## src/rtl/pwm_upd_pkg.sv

```systemverilog
package pwm_upd_pkg;

    typedef enum logic [1:0] {
        POL_IMM = 2'd0,
        POL_SEP = 2'd1,
        POL_ALL = 2'd2
    } upd_pol_e;

    // Grouped sync wins over the per-register bit.
    function automatic upd_pol_e pick_pol(input logic all_bit, input logic sep_bit);
        if (all_bit)      return POL_ALL;
        else if (sep_bit) return POL_SEP;
        else              return POL_IMM;
    endfunction

endpackage

```

## src/rtl/upd_en_edge.sv

```systemverilog
module upd_en_edge (
    input  logic clk,
    input  logic rst_n,
    input  logic en,
    input  logic breath_sel,
    output logic flic_en,
    output logic br_en,
    output logic flic_rise,
    output logic br_rise
);
    typedef struct packed {
        logic fl;
        logic br;
    } edge_st_t;

    edge_st_t st_d, st_q;

    always_comb begin
        flic_en   = en & ~breath_sel;
        br_en     = en & breath_sel;
        flic_rise = flic_en & ~st_q.fl;
        br_rise   = br_en & ~st_q.br;
        st_d.fl   = flic_en;
        st_d.br   = br_en;
    end

    always_ff @(posedge clk or negedge rst_n) begin
        if (!rst_n) st_q <= '0;
        else        st_q <= st_d;
    end
endmodule

```

## src/rtl/upd_commit_ctl.sv

```systemverilog
module upd_commit_ctl (
    input  logic clk,
    input  logic rst_n,
    input  logic sync_all,
    input  logic flic_en,
    input  logic br_en,
    input  logic prd_wr,
    input  logic brp_wr,
    input  logic period_end,
    input  logic breath_end,
    output logic pending,
    output logic commit_flic,
    output logic commit_br
);
    typedef struct packed {
        logic armed;
    } cmt_st_t;

    cmt_st_t st_d, st_q;

    always_comb begin
        logic arm;
        commit_flic = sync_all & flic_en & st_q.armed & period_end;
        commit_br   = sync_all & br_en & st_q.armed & breath_end;
        arm         = sync_all & ((flic_en & prd_wr) | (br_en & brp_wr));
        st_d        = st_q;
        if (!(flic_en | br_en)) begin
            st_d.armed = 1'b0;
        end else begin
            st_d.armed = (st_q.armed & ~(commit_flic | commit_br)) | arm;
        end
        pending = st_q.armed;
    end

    always_ff @(posedge clk or negedge rst_n) begin
        if (!rst_n) st_q <= '0;
        else        st_q <= st_d;
    end
endmodule

```

## src/rtl/upd_shadow_cell.sv

```systemverilog
module upd_shadow_cell #(
    parameter int W = 16
) (
    input  logic         clk,
    input  logic         rst_n,
    input  logic         wr,
    input  logic [W-1:0] wr_data,
    input  logic         load,
    output logic [W-1:0] active
);
    typedef struct packed {
        logic [W-1:0] shadow;
        logic [W-1:0] active;
    } cell_st_t;

    cell_st_t st_d, st_q;

    always_comb begin
        st_d = st_q;
        if (wr)   st_d.shadow = wr_data;
        if (load) st_d.active = st_d.shadow;
        active = st_q.active;
    end

    always_ff @(posedge clk or negedge rst_n) begin
        if (!rst_n) st_q <= '0;
        else        st_q <= st_d;
    end
endmodule

```

## src/rtl/pwm_shadow_update.sv

```systemverilog
module pwm_shadow_update
    import pwm_upd_pkg::*;
#(
    parameter int NUM_CH  = 3,
    parameter int DATA_W  = 24,
    parameter int PRD_W   = 16,
    parameter int CMP_W   = 16,
    parameter int ACT_W   = 12,
    parameter int PAUSE_W = 3,
    parameter int BR_W    = 24
) (
    input  logic                         clk,
    input  logic                         rst_n,
    input  logic [NUM_CH+4:0]            wr_en,
    input  logic [DATA_W-1:0]            wr_data,
    input  logic                         sync_all,
    input  logic [NUM_CH+4:0]            sync_sep,
    input  logic                         en,
    input  logic                         breath_sel,
    input  logic                         period_end,
    input  logic                         breath_end,
    output logic [PRD_W-1:0]             act_prd,
    output logic [NUM_CH-1:0][CMP_W-1:0] act_cmp,
    output logic [ACT_W-1:0]             act_ctl,
    output logic [PAUSE_W-1:0]           act_pause,
    output logic [BR_W-1:0]              act_brp,
    output logic [BR_W-1:0]              act_hold
);
    localparam int NREG      = NUM_CH + 5;
    localparam int IDX_PRD   = 0;
    localparam int IDX_CMP0  = 1;
    localparam int IDX_CTL   = NUM_CH + 1;
    localparam int IDX_PAUSE = NUM_CH + 2;
    localparam int IDX_BRP   = NUM_CH + 3;
    localparam int IDX_HOLD  = NUM_CH + 4;

    logic flic_en, br_en, flic_rise, br_rise;
    logic pend, commit_flic, commit_br;
    logic [NREG-1:0] load;

    upd_en_edge u_edge (
        .clk        (clk),
        .rst_n      (rst_n),
        .en         (en),
        .breath_sel (breath_sel),
        .flic_en    (flic_en),
        .br_en      (br_en),
        .flic_rise  (flic_rise),
        .br_rise    (br_rise)
    );

    upd_commit_ctl u_commit (
        .clk         (clk),
        .rst_n       (rst_n),
        .sync_all    (sync_all),
        .flic_en     (flic_en),
        .br_en       (br_en),
        .prd_wr      (wr_en[IDX_PRD]),
        .brp_wr      (wr_en[IDX_BRP]),
        .period_end  (period_end),
        .breath_end  (breath_end),
        .pending     (pend),
        .commit_flic (commit_flic),
        .commit_br   (commit_br)
    );

    // Per-register load strobe from policy, events and enable edges.
    always_comb begin
        load = '0;
        for (int i = 0; i < NREG; i++) begin
            logic     is_prd, is_fl, is_br, sep_evt, grp_commit, rise, base;
            upd_pol_e pol;
            is_prd     = (i == IDX_PRD);
            is_fl      = (i >= IDX_CMP0) && (i <= IDX_PAUSE);
            is_br      = (i == IDX_BRP) || (i == IDX_HOLD);
            pol        = pick_pol(sync_all, sync_sep[i]);
            sep_evt    = is_prd ? ((flic_en & period_end) | (br_en & breath_end))
                       : (is_br ? (br_en & breath_end) : (flic_en & period_end));
            grp_commit = (commit_flic & (is_prd | (is_fl & (i != IDX_PAUSE))))
                       | (commit_br & (is_prd | is_br));
            rise       = (flic_rise & (is_prd | is_fl)) | (br_rise & (is_prd | is_br));
            case (pol)
                POL_IMM: base = 1'b1;
                POL_SEP: base = sep_evt;
                default: base = grp_commit;
            endcase
            load[i] = base | rise;
        end
    end

    upd_shadow_cell #(.W(PRD_W)) u_prd (
        .clk(clk), .rst_n(rst_n), .wr(wr_en[IDX_PRD]), .wr_data(wr_data[PRD_W-1:0]),
        .load(load[IDX_PRD]), .active(act_prd)
    );

    for (genvar c = 0; c < NUM_CH; c++) begin : g_cmp
        upd_shadow_cell #(.W(CMP_W)) u_cmp (
            .clk(clk), .rst_n(rst_n), .wr(wr_en[IDX_CMP0+c]), .wr_data(wr_data[CMP_W-1:0]),
            .load(load[IDX_CMP0+c]), .active(act_cmp[c])
        );
    end

    upd_shadow_cell #(.W(ACT_W)) u_ctl (
        .clk(clk), .rst_n(rst_n), .wr(wr_en[IDX_CTL]), .wr_data(wr_data[ACT_W-1:0]),
        .load(load[IDX_CTL]), .active(act_ctl)
    );

    upd_shadow_cell #(.W(PAUSE_W)) u_pause (
        .clk(clk), .rst_n(rst_n), .wr(wr_en[IDX_PAUSE]), .wr_data(wr_data[PAUSE_W-1:0]),
        .load(load[IDX_PAUSE]), .active(act_pause)
    );

    upd_shadow_cell #(.W(BR_W)) u_brp (
        .clk(clk), .rst_n(rst_n), .wr(wr_en[IDX_BRP]), .wr_data(wr_data[BR_W-1:0]),
        .load(load[IDX_BRP]), .active(act_brp)
    );

    upd_shadow_cell #(.W(BR_W)) u_hold (
        .clk(clk), .rst_n(rst_n), .wr(wr_en[IDX_HOLD]), .wr_data(wr_data[BR_W-1:0]),
        .load(load[IDX_HOLD]), .active(act_hold)
    );
endmodule

```

## config.mk

```make
export PLATFORM = sky130hd
export DESIGN_NAME = pwm_shadow_update
export DESIGN_NICKNAME = d
export VERILOG_FILES = /design/src/rtl/pwm_upd_pkg.sv /design/src/rtl/upd_en_edge.sv /design/src/rtl/upd_commit_ctl.sv /design/src/rtl/upd_shadow_cell.sv /design/src/rtl/pwm_shadow_update.sv
export SDC_FILE = /design/constraint.sdc
export NUM_CORES = 1
export LEC_CHECK = 0
export BUFFER_PORTS_ARGS = -buffer_cell sky130_fd_sc_hd__buf_2
export CAP_MARGIN = 20
export CORE_AREA = 2 2 137 153
export CTS_CLUSTER_DIAMETER = 100
export DETAILED_ROUTE_END_ITERATION = 12
export DIE_AREA = 0 0 139 155
export PLACE_DENSITY = 0.77
export SLEW_MARGIN = 30
export SYNTH_ARGS = -nofsm -noshare
export SYNTH_HDL_FRONTEND = slang
export SYNTH_SLANG_ARGS = --single-unit
```

## constraint.sdc

```tcl
create_clock -name clk -period 2.3 [get_ports clk]
set_input_delay 0.23 -clock clk [delete_from_list [all_inputs] [get_ports clk]]
set_output_delay 0.23 -clock clk [all_outputs]
set_load 0.1 [all_outputs]
```

* Word-level counts from Yosys, hierarchy flattened
Index checks and enable logic that the tools add are counted.
W data, S select, Z words.
** Cells by class
- Eq/ne operators :: 8
- Muxes and demuxes :: 33
- Bitwise gates (word level) :: 34
- Reduce and logical (&&, ||, !) cells :: 8
** Operators by type and width (count)
- $mux W16 :: 4
- $mux W24 :: 2
- $and A1 B1 Y1 :: 16
- $eq A2 B1 Y1 const B :: 8
- $logic_not A2 Y1 :: 8
- $mux W2 :: 8
- $pmux W1 S2 :: 8
- $or A1 B1 Y1 :: 14
- $mux W12 :: 1
- $mux W1 :: 9
- $not A1 Y1 :: 4
- $mux W3 :: 1
** Storage, ports and cells
- Register bits after elaboration :: 257
- Output and inout port bits :: 127
- Logic and storage cells :: 102

* Logic depth before layout (Yosys ltp)
Gate-level depths: netlist (run 1).
- Depth after elaboration :: 10
- Mapped depth :: 6
- Depth with buffers taken out :: 4

* Modules after synthesis
Synthesis (run 1) repeated with hierarchy kept, for this count alone.
** Unflattened totals
- Cells, all modules :: 705
- Area total of the unflattened synthesis :: 11468.5 sq um
** Modules (own cells, without submodules)
- upd_shadow_cell (g_cmp[0].u_cmp ...) :: instances 4, cells an instance 84, area each 1400.1 sq um
- upd_shadow_cell (u_brp ...) :: instances 2, cells an instance 126, area each 2140.8 sq um
- upd_shadow_cell (u_ctl) :: instances 1, cells an instance 62, area each 1018.5 sq um
- upd_shadow_cell (u_pause) :: instances 1, cells an instance 15, area each 251.5 sq um
- pwm_shadow_update :: instances 1, cells an instance 22, area each 132.6 sq um
- upd_commit_ctl :: instances 1, cells an instance 12, area each 98.8 sq um
- upd_en_edge :: instances 1, cells an instance 6, area each 85.1 sq um

* Least setup slack after synthesis (run 1)
Ideal clock, no wire load.
- Kind :: register -> register
- Start point :: register u_commit.st_q, in the netlist u_commit.pending
- End point :: register u_prd.st_q (netlist bit u_prd.active[10])
- Library setup time :: 0.125 ns
- Arrival time :: 1.447 ns
- Setup slack :: 0.728 ns
- Stages on the path, launching flop included :: 6
- Buffers on the path :: 1
- Period minus slack after synthesis :: 1.572 ns
- Path through :: dfrtp_1 nand3_1 a21boi_4 a211oi_4 buf_12 mux2_4
** On the way
- Longest elaborated chain between the ends :: 5
- Elaborated cells between the ends (all ways) :: 7
- Those cells by class :: 1 x mux; 6 x bitwise
** Ends and longest elaborated chain
- start: declaration :: line upd_commit_ctl.sv:19 : cmt_st_t st_d, st_q;
- start signal: assignment :: line upd_commit_ctl.sv:37 : else st_q <= st_d;
- $and A1 B1 Y1, on equally long branches (2 in a row) :: line upd_commit_ctl.sv:23, upd_commit_ctl.sv:24
- $or A1 B1 Y1 (*) :: line pwm_shadow_update.sv:80 : | (commit_br & (is_prd | is_br));
- $pmux W1 S2 (*) :: line pwm_shadow_update.sv:82 : case (pol)
- $or A1 B1 Y1 (*) :: line pwm_shadow_update.sv:87 : load[i] = base | rise;
- end signal: assignment :: line upd_shadow_cell.sv:27 : else st_q <= st_d;
- end: declaration :: line upd_shadow_cell.sv:16 : cell_st_t st_d, st_q;
Every way passes the cells marked *; elsewhere a longest branch is shown, timed or not.
A chain may end at the register's enable or synchronous reset.

* Worst setup path in the final report (run 1)
- Start point :: register u_commit.st_q, in the netlist u_commit.pending
- End point :: register u_ctl.st_q (netlist bit u_ctl.active[10])
** On the way
- Longest elaborated chain between the ends :: 4
** Ends and longest elaborated chain
- $and A1 B1 Y1 (2 in a row) :: line upd_commit_ctl.sv:23 : commit_flic = sync_all & flic_en & st_q.armed & period_end;
- $pmux W1 S2 :: line pwm_shadow_update.sv:82
- $or A1 B1 Y1 :: line pwm_shadow_update.sv:87
- end signal: assignment :: line upd_shadow_cell.sv:27
- end: declaration :: line upd_shadow_cell.sv:16
No other way between the ends.

==> results of run 1 <==
## report_power, final
part | leakage (nW) | switching [W] | internal [W]
Sequential | 3.01 | 0.000323 | 0.00519
Combinational | 2.06 | 0.00412 | 0.00101
Clock | 0.437 | 0.00175 | 0.00256
## placed cells by master (no fill, tap or decap), drive strengths merged
cell type    netlist  routed
clkinvlp           0       3
nor2               8       8
dfrtp            257     257
nand2b             1       1
inv                3       3
a21oi              9       9
o31ai              1       1
clkbuf             7      35
clkinv             0       7
bufinv             0       2
o21ai              1       1
mux2             255     255
nand2              1       1
and2               1       1
mux2i              1       1
nand3b             1       1
nand3              3       3
buf              145     182
a211oi             1       1
dlygate4sd3        0       9
a21boi             1       1
## registers in the layout, summed over array words and instances (netlist names)
| register | count |
|---|---|
| u_brp.active | 24 |
| u_prd.st_q | 16 |
| g_cmp.u_cmp.st_q | 48 |
| u_prd.active | 16 |
| u_pause.st_q | 3 |
| u_ctl.active | 12 |
| u_pause.active | 3 |
| u_ctl.st_q | 12 |
| u_brp.st_q | 24 |
| u_commit.pending | 1 |
| g_cmp.u_cmp.active | 48 |
| u_edge.st_q | 2 |
| u_hold.active | 24 |
| u_hold.st_q | 24 |
## cell type report
| cell class | count | area (um2) | area share (%) |
|---|---|---|---|
| multi-input cells | 284 | 3260 | 27.2 |
| repair buffers | 191 | 1070 | 8.94 |
| well taps | 256 | 320 | 2.67 |
| inverters | 3 | 11.3 | 0.0939 |
| clock buffers | 35 | 766 | 6.39 |
| flip-flops and latches | 257 | 6430 | 53.7 |
| clock inverters | 12 | 129 | 1.08 |
## per-stage QoR
step | utilization, % | area, um2 | setup slack, ps | cells
final | 59.7 | 12000 | 523 | 1038
after CTS | 59.7 | 12000 | 514 | 1038
after global placement | 54.8 | 11000 | 515 | 982
after detailed placement | 54.8 | 11000 | 449 | 982
after global routing | 59.7 | 12000 | 420 | 1038
after floorplan | - | 10800 | 728 | 696
## kinds of logic after synthesis
group,after synthesis
AOI/OAI and AO/OA,13
DFF,257
muxes,256
buffers and inverters,155
and+or+nand+nor,15
## how the worst min path moves through the flow
| stage | startpoint | endpoint | slack, ps | cells past startpoint |
|---|---|---|---|---|
| finish | wr_en[5] | u_pause.st_q[5] | 20 | 2 |
| global route | wr_en[5] | u_pause.st_q[5] | 20 | 2 |
| CTS | wr_en[5] | u_pause.st_q[5] | 4 | 2 |
| detailed placement | rst_n | u_prd.active[2] | 30 | 1 |
| global placement | rst_n | u_prd.active[2] | 30 | 1 |
| floorplan | rst_n | g_cmp[0].u_cmp.active[0] | -70 | 0 |
## worst max-delay path, stage by stage (launching register included)
cell     delay [ps]
dfrtp_1         420
nand3_2         100
a21oi_4         110
nor2_2          600
mux2_2          410
## routing by layer
layer  global-route usage [%]  vias to the layer above  wire length, um
met5                        0                        -                0
met4                     4.28                        0              282
met3                     4.49                       26             1310
met2                     35.6                      157            10800
met1                     25.0                     2878             8840
li1                         -                     2393                -
==> impl_metrics.toml, run 1 <==
[status]
status = "finished, final reports clean"

[clock_tree]
cts_tree = "yes"
hold_buffers = 9
max-clock-path-buffers = 3
clk_root_buffer_cell = "clkbuf_16"
cts_resized = 0
cts_inserted_buffers = 26
clock_sinks = 257
worstSkewPairLatency_ps = 530
cts.clk_slew.worst_paths_ps = 60
cts_setup_buffers = 0
htree_num_levels = 1

[synth]
yosysTopAreaCell = "dfrtp_1"
synth_edf_count = 0
synthArstFlopShare_pct = 100
yosys.area_share.xor_xnor_pct = 0
yosysMostFrequentCell = "dfrtp_1"
yosys-top-cells-area = "dfrtp_1, mux2_2, buf_4"
ys.flop_type = "dfrtp_1"
yosys.cell_types.count = 27
yosys-top-cells-count = "dfrtp_1, mux2_2, buf_4, mux2_1, mux2_4"
synth_cells = 696
synth_warnings = 0
synthMuxAreaShare_pct = 28.0
synth-seq-area-share_pct = 59.4
synth_fp_nets = 743
synthAdderAreaFrac_pct = 0
synth_compound_area_share_pct = 1.03
synth_top_cell_area_share_pct = 59.4
synth-simple-area-share_pct = 0.983
avgSynthCellArea_um2 = 15.6
yosys_register_bits = 257
netlist_area_um2 = 10800
synth_top_family_by_area = "multiplexers"

[floorplanning]
die_w_um = 139
design.core.area_um2 = 20100
die_h_um = 155
dieArea_um2 = 21500
start_util_pct = 53.9
rows = 55
ios = 174

[power]
ir_drop_uv = 1070
total_power_w = 0.0150
p_leak_nw = 5.51
pwr_density_cell_nw_per_um2 = 1250

[worst_setup_path]
startpoint = "u_commit.pending"
crit_path_end = "u_ctl.active[10]"
worstSetupStartpointType = "flip-flop"
end_kind = "flip-flop"
reg2reg_to = "u_ctl.active[10]"
rr_startpoint = "u_commit.pending"
reg2reg_slack_ps = 520
cp_data_arrival_time_ps = 2180
reg2reg_depth = 4
crit_type = "reg2reg"
required_ps = 2700
cp_max_fo = 12

[worst_hold_path]
min_path_type = "in2reg"

[sta]
period_needed_ps = 1780
setup_viol = 0
rsz0062_at_grt = "no"
fmax_ghz = 0.563
finalCritPeriodShare_pct = 77.3
timing.hold.ws_ps = 20.6
finalHoldViolCount = 0
max_slew_margin_pct = 51.1
finClkSkew_ps = 15.6
tns_ps = 0
tightest_slew_ps = 732
slew_viol_final = 0

[place]
port_buffers = 173
hpwl_um = 14500
gp_congestion = 0.822

[detailed_routing]
first_iter_violations = 217
wl_per_cell_um = 20.5
routed_via_density = 5.25
ant_nets = 0
vias = 5454
totalWireLength_um = 21300
drtPass1Iterations = 4
drc = 0

[finish]
fillers = 1521
drive_gt1_share_pct = 58.2
diodes = 0
fin_nets = 810
syn_to_final_growth_pct = 10.7

[global_route]
grtUsageTotal_pct = 19.9
antenna_found_initial = 1
grt_pass1_vias = 6096
grt_overflow = 0
grt_start_max_net_pins = 95
grt_pass1_wl_um = 34200

[run]
drv_cap = 0
No activity file was read; power rests on OpenSTA's default activity.
==> inputs of run 2 (changes only) <==
ABC_AREA = 1   (was default)
CORE_AREA = 2 2 139 154   (was 2 2 137 153)
DIE_AREA = 0 0 141 156   (was 0 0 139 155)
clock period = 1.65 ns   (was 2.3 ns; I/O delays follow)
==> impl_metrics.toml, run 2 <==
[global_route]
grtUsageTotal_pct = 24.0
grt_overflow = 0
grt_pass1_vias = 7808
antenna_found_initial = 2
grt_start_max_net_pins = 72
grt_pass1_wl_um = 41600

[synth]
netlist_area_um2 = 11000
synth_cells = 1106
yosys-top-cells-count = "nand2_1, dfrtp_1, buf_4, nand3_1, mux2_2"
avgSynthCellArea_um2 = 9.99
synthArstFlopShare_pct = 100
ys.flop_type = "dfrtp_1"
synth_edf_count = 0
synth_top_cell_area_share_pct = 58.2
synth_fp_nets = 1153
yosys.cell_types.count = 24
yosys-top-cells-area = "dfrtp_1, nand2_1, buf_4"
synth_warnings = 0
yosysMostFrequentCell = "nand2_1"
synth-seq-area-share_pct = 58.2
yosys_register_bits = 257
yosysTopAreaCell = "dfrtp_1"

[sta]
tns_ps = 0
rsz0062_at_grt = "no"
finClkSkew_ps = 15.8
setup_viol = 0
finalCritPeriodShare_pct = 96.0
max_slew_margin_pct = 58.5
fmax_ghz = 0.631
tightest_slew_ps = 622
slew_viol_final = 0
period_needed_ps = 1580
finalHoldViolCount = 0

[worst_setup_path]
worstSetupStartpointType = "primary input"
cp_max_fo = 7
end_kind = "flip-flop"
rr_startpoint = "u_commit.pending"
reg2reg_to = "u_commit.pending"
reg2reg_slack_ps = 120
cp_data_arrival_time_ps = 1980
crit_type = "in2reg"
reg2reg_depth = 6
required_ps = 2040

[place]
hpwl_um = 17000
placed_cells = 1386
gp_congestion = 0.851
port_buffers = 173

[finish]
fin_cells = 1452
layout_common_cells = "nand2_1, dfrtp_1, buf_2"
multi_input_area_um2 = 3310
fillers = 1658
fin_nets = 1227
regArea_um2 = 6430
drive_gt1_share_pct = 28.3
layout_commonest_cell = "nand2_1"
syn_to_final_growth_pct = 12.1

[floorplanning]
rows = 55
die_h_um = 156
die_w_um = 141
start_util_pct = 54.0
ios = 174
design.core.area_um2 = 20400
dieArea_um2 = 22000

[clock_tree]
clock_sinks = 257
cts_setup_buffers = 0
clk_root_buffer_cell = "clkbuf_16"
max-clock-path-buffers = 3
cts_inserted_buffers = 26
htree_num_levels = 1
worstSkewPairLatency_ps = 520
cts_tree = "yes"
cts.clk_slew.worst_paths_ps = 60

[worst_hold_path]
min_path_type = "in2reg"
holdPathStages = 3
min_from = "wr_data[11]"
whs_endpoint = "u_prd.st_q[27]"

[power]
pwr_density_cell_nw_per_um2 = 1590
ir_drop_uv = 1030
p_leak_nw = 6.56

[detailed_routing]
drc = 0
totalWireLength_um = 25900
vias = 7532
routed_via_density = 5.19
wl_per_cell_um = 17.9
first_iter_violations = 294
ant_nets = 0
drtPass1Iterations = 4

[status]
status = "finished, final reports clean"

[run]
drv_cap = 0
## run 2: cell types whose count changed after synthesis, moves of 5 or more
cell / previous run / this run
nand2_1: 1 / 427
nand3_1: 2 / 114
mux2_2: 175 / 72
mux2_1: 40 / 0
mux2_4: 40 / 0
o21ai_0: 0 / 15
nand2_2: 0 / 12
buf_2: 7 / 18
inv_1: 3 / 10
a21oi_1: 8 / 3
## run 2: cells by family after synthesis
logic type      synth area share [%]
simple gates                    21.7
flops                           58.2
mux                             7.34
buf+inv                         11.8
compound gates                 0.917
## run 2: critical path, cell delays in order
cell           delay, ps
dlygate4sd3_1        530
buf_2                150
inv_2                 80
nand3_4              130
nor2_4               180
nor2_1                60
nand2_1               60
a21oi_1               60
dlygate4sd3_1        550
## run 2: worst max path at each step
stage	startpoint	endpoint	slack (ps)	depth (start not counted)
5_1_grt	breath_sel	u_commit.pending	9	9
2_1_floorplan	u_commit.pending	u_ctl.active[10]	450	8
6_report	breath_sel	u_commit.pending	70	9
4_1_cts	u_commit.pending	u_ctl.active[8]	20	7
3_5_place_dp	u_commit.pending	u_ctl.active[8]	40	7
3_3_place_gp	u_commit.pending	u_ctl.active[2]	110	7
## run 2: layout make-up
type	instances	share of cell area (%)
Antenna cell	1	0.0202
Clock buffer	33	5.88
Clock inverter	10	1.11
Inverter	14	0.424
Multi-Input combinational cell	659	26.7
Sequential cell	257	51.9
Tap cell	256	2.59
Timing Repair Buffer	222	11.3
## run 2: repair_timing
action	CTS	global route
hold buffers	22	0
setup endpoints to repair	0	12
gates resized for setup	0	1
hold endpoints to repair	100	0
## run 2: stage by stage
step                setup WS, ps  total power (W)  hold slack, ps  utilization [%]  instance area, um2
finish                      65.9           0.0197            16.0             60.6               12400
global route                9.47           0.0204            16.6             60.6               12400
CTS                         24.8           0.0198            3.95             60.6               12400
detailed placement          38.7           0.0138             201             55.2               11300
global placement             110           0.0137             201             55.2               11300
floorplan                    446           0.0133            -131                -               11000
## run 2: routing by layer
metal	routed length (um)	share of wire [%]	GRT usage [%]	up-vias
met5	13	0.050	0	-
met4	793	3.1	7.76	2
met3	1370	5.3	4.11	50
met2	12900	50	41.9	231
met1	10900	42	30.7	3714
li1	-	-	-	3535
## run 2: power by group
| part | switching [W] | internal (W) |
|---|---|---|
| sequential | 0.000395 | 0.00711 |
| combinational | 0.00518 | 0.000996 |
| clock | 0.00240 | 0.00358 |
| total | 0.00797 | 0.0117 |
==> inputs of run 3 (changes only) <==
CORE_AREA = 2 2 147 163   (was 2 2 139 154)
DIE_AREA = 0 0 149 165   (was 0 0 141 156)
PLACE_DENSITY = 0.76   (was 0.77)
SYNTH_HIERARCHICAL = 1   (was default)
==> impl_metrics.toml, run 3 <==
[detailed_routing]
drtPass1Iterations = 5
wl_per_cell_um = 15.0
vias = 9111
totalWireLength_um = 28500
routed_via_density = 4.79
ant_nets = 0
first_iter_violations = 527
drc = 0

[clock_tree]
cts.clk_slew.worst_paths_ps = 60
cts_tree = "yes"
cts_inserted_buffers = 26
htree_num_levels = 1
worstSkewPairLatency_ps = 520
clock_sinks = 257
cts_setup_buffers = 0
max-clock-path-buffers = 3
clk_root_buffer_cell = "clkbuf_16"

[synth]
netlist_area_um2 = 12400
synthArstFlopShare_pct = 100
synth_fp_nets = 1566
yosys.cell_types.count = 15
yosysMostFrequentCell = "nand2_1"
yosys-top-cells-area = "dfrtp_1, nand2_1, buf_4"
synth_warnings = 6
yosys-top-cells-count = "nand2_1, inv_1, dfrtp_1, buf_4, nand3_1"
synth_cells = 1519
synth_edf_count = 0
synth-seq-area-share_pct = 51.8
avgSynthCellArea_um2 = 8.18
synth_top_cell_area_share_pct = 51.8
ys.flop_type = "dfrtp_1"
yosysTopAreaCell = "dfrtp_1"
yosys_register_bits = 257

[place]
gp_congestion = 0.805
postPlaceCellArea_um2 = 12500
hpwl_um = 18300
preCtsSetupSlack_ps = 32.5
port_buffers = 173

[sta]
setup_viol = 0
finalHoldViolCount = 0
slew_viol_final = 0
finalCritPeriodShare_pct = 95.5
fmax_ghz = 0.635
tightest_slew_ps = 531
period_needed_ps = 1580
finClkSkew_ps = 6.09
rsz0062_at_grt = "yes"
max_slew_margin_pct = 64.6
setup_ws_ps = 74.6

[run]
drv_cap = 0

[power]
power_switching_w = 0.00814
p_leak_nw = 7.86
p_int_w = 0.0116
total_power_w = 0.0198
switching_share_pct = 41.1
clock_power_share_pct = 29.9
power_frac_comb_pct = 32.3
power_frac_seq_pct = 37.8
ir_drop_uv = 928
pwr_density_cell_nw_per_um2 = 1460

[finish]
layout_common_cells = "nand2_1, inv_1, dfrtp_1"
fillers = 2004
fin_nets = 1628
syn_to_final_growth_pct = 9.45
final_area_um2 = 13600
drive_gt1_share_pct = 16.1
final_util_pct = 59.7
layout_commonest_cell = "nand2_1"

[global_route]
antenna_found_initial = 2
grt_start_max_net_pins = 53
grt_pass1_vias = 8780
grt_overflow = 0
grt_pass1_wl_um = 44700
grtUsageTotal_pct = 23.2

[floorplanning]
design.core.area_um2 = 22800
die_w_um = 149
die_h_um = 165
ios = 174
start_util_pct = 54.5
rows = 58
dieArea_um2 = 24600

[worst_setup_path]
cp_data_arrival_time_ps = 1980
cp_max_fo = 16
required_ps = 2060
critical_path.slowest_cell = "dlygate4sd3_1"
critPathMaxStageDelay_ps = 530
worstSetupStartpointType = "primary input"
critical-path-top-delay-family = "buffers and inverters"
reg2reg_depth = 9
crit_cells = 13
end_kind = "flip-flop"
cp.buffers_inverters = 5
cp_common_cell = "nand2_1"
crit_type = "in2reg"
cp_cell_sequence = "dlygate4sd3_1 -> buf_2 -> nand2_1 -> inv_1 -> nand3_1 -> nor2_1 -> nand2_1 -> nand2_1 -> inv_1 -> nand2_1 -> buf_6 -> nand3_1 -> nand2_1"

[worst_hold_path]
holdPathStages = 6
min_path_type = "in2reg"

[status]
status = "finished, final reports clean"
==> run 3: cell types whose count changed in the layout (fill, tap and decap cells not counted), sizes merged, moves of 6 or more <==
cell and delta:
inv +264, and2 +127, nand2 +103, mux2 -72
o21ai -16, nand3 +14, dlygate4sd3 -8, buf -6
==> run 3: routing by layer <==
| metal | wire (um) | track usage (%) | up-vias |
|---|---|---|---|
| met1 | 12200 | 31.8 | 4338 |
| li1 | - | - | 4429 |
| met2 | 13600 | 38.0 | 287 |
| met4 | 871 | 8.23 | 0 |
| met3 | 1870 | 3.45 | 57 |
| met5 | 0 | 0 | - |
==> run 3: what timing repair did <==
| action | in CTS | in global routing |
|---|---|---|
| endpoints found under the hold margin | 254 | 0 |
| hold buffers | 14 | 0 |
| setup endpoints to repair | 0 | 53 |
| gates resized for setup | 0 | 14 |
==> run 3: path summary, 6_finish.rpt <==
check	from	to	slack, ps
worst min-delay path	sync_sep[5]	u_pause/active[1]	70
worst max register to register	u_commit/pending	g_cmp[0].u_cmp/active[7]	180
min in group asynchronous	rst_n	u_brp/active[17]	200
max in group asynchronous	rst_n	u_brp/st_q[39]	850
worst min register to register	u_brp/active[19]	u_brp/active[19]	470
worst max-delay path	en	g_cmp[0].u_cmp/active[7]	70
==> run 3: worst min-delay path, stage by stage <==
cell,delay (ps)
buf_2,80
nand2_1,40
nand2_1,40
nand2_1,80
nand3_1,90
nand2_1,50
==> run 3: cells by family (layout without fill, tap and decap cells) <==
family	after synthesis	after routing	share of synthesized area, %
other cells	0	2	0
buf+inv	454	536	19.8
flops	257	257	51.8
compound gates	1	1	0.0705
simple gates	807	807	28.3
==> run 3: per-stage QoR <==
stage	hold WS, ps	TNS (ps)	cells
detailed placement	130	0	1838
global placement	131	0	1838
CTS	56.7	0	1900
floorplan	-131	0	1519
finish	73.3	0	1903
global route	86.3	-7.72	1903
==> run 3: final cells by class <==
type	count	area (um2)	share of cell area, %
clock inverter	10	106	0.782
timing repair buffer	208	1290	9.49
antenna	2	5.00	0.0368
inverter	279	1090	8.01
clock buffer	38	757	5.57
multi-input combinational	808	3530	26.0
tap	300	375	2.76
timing repair inverter	1	7.51	0.0552
sequential	257	6430	47.3
==> run 3: power groups by stage <==
stage               sequential, W  combinational [W]  clock (W)
detailed placement        0.00759            0.00635          0
floorplan                 0.00746            0.00605          0
finish                    0.00748            0.00640    0.00591
global route              0.00756            0.00674    0.00629
global placement          0.00757            0.00628          0
CTS                       0.00748            0.00641    0.00602
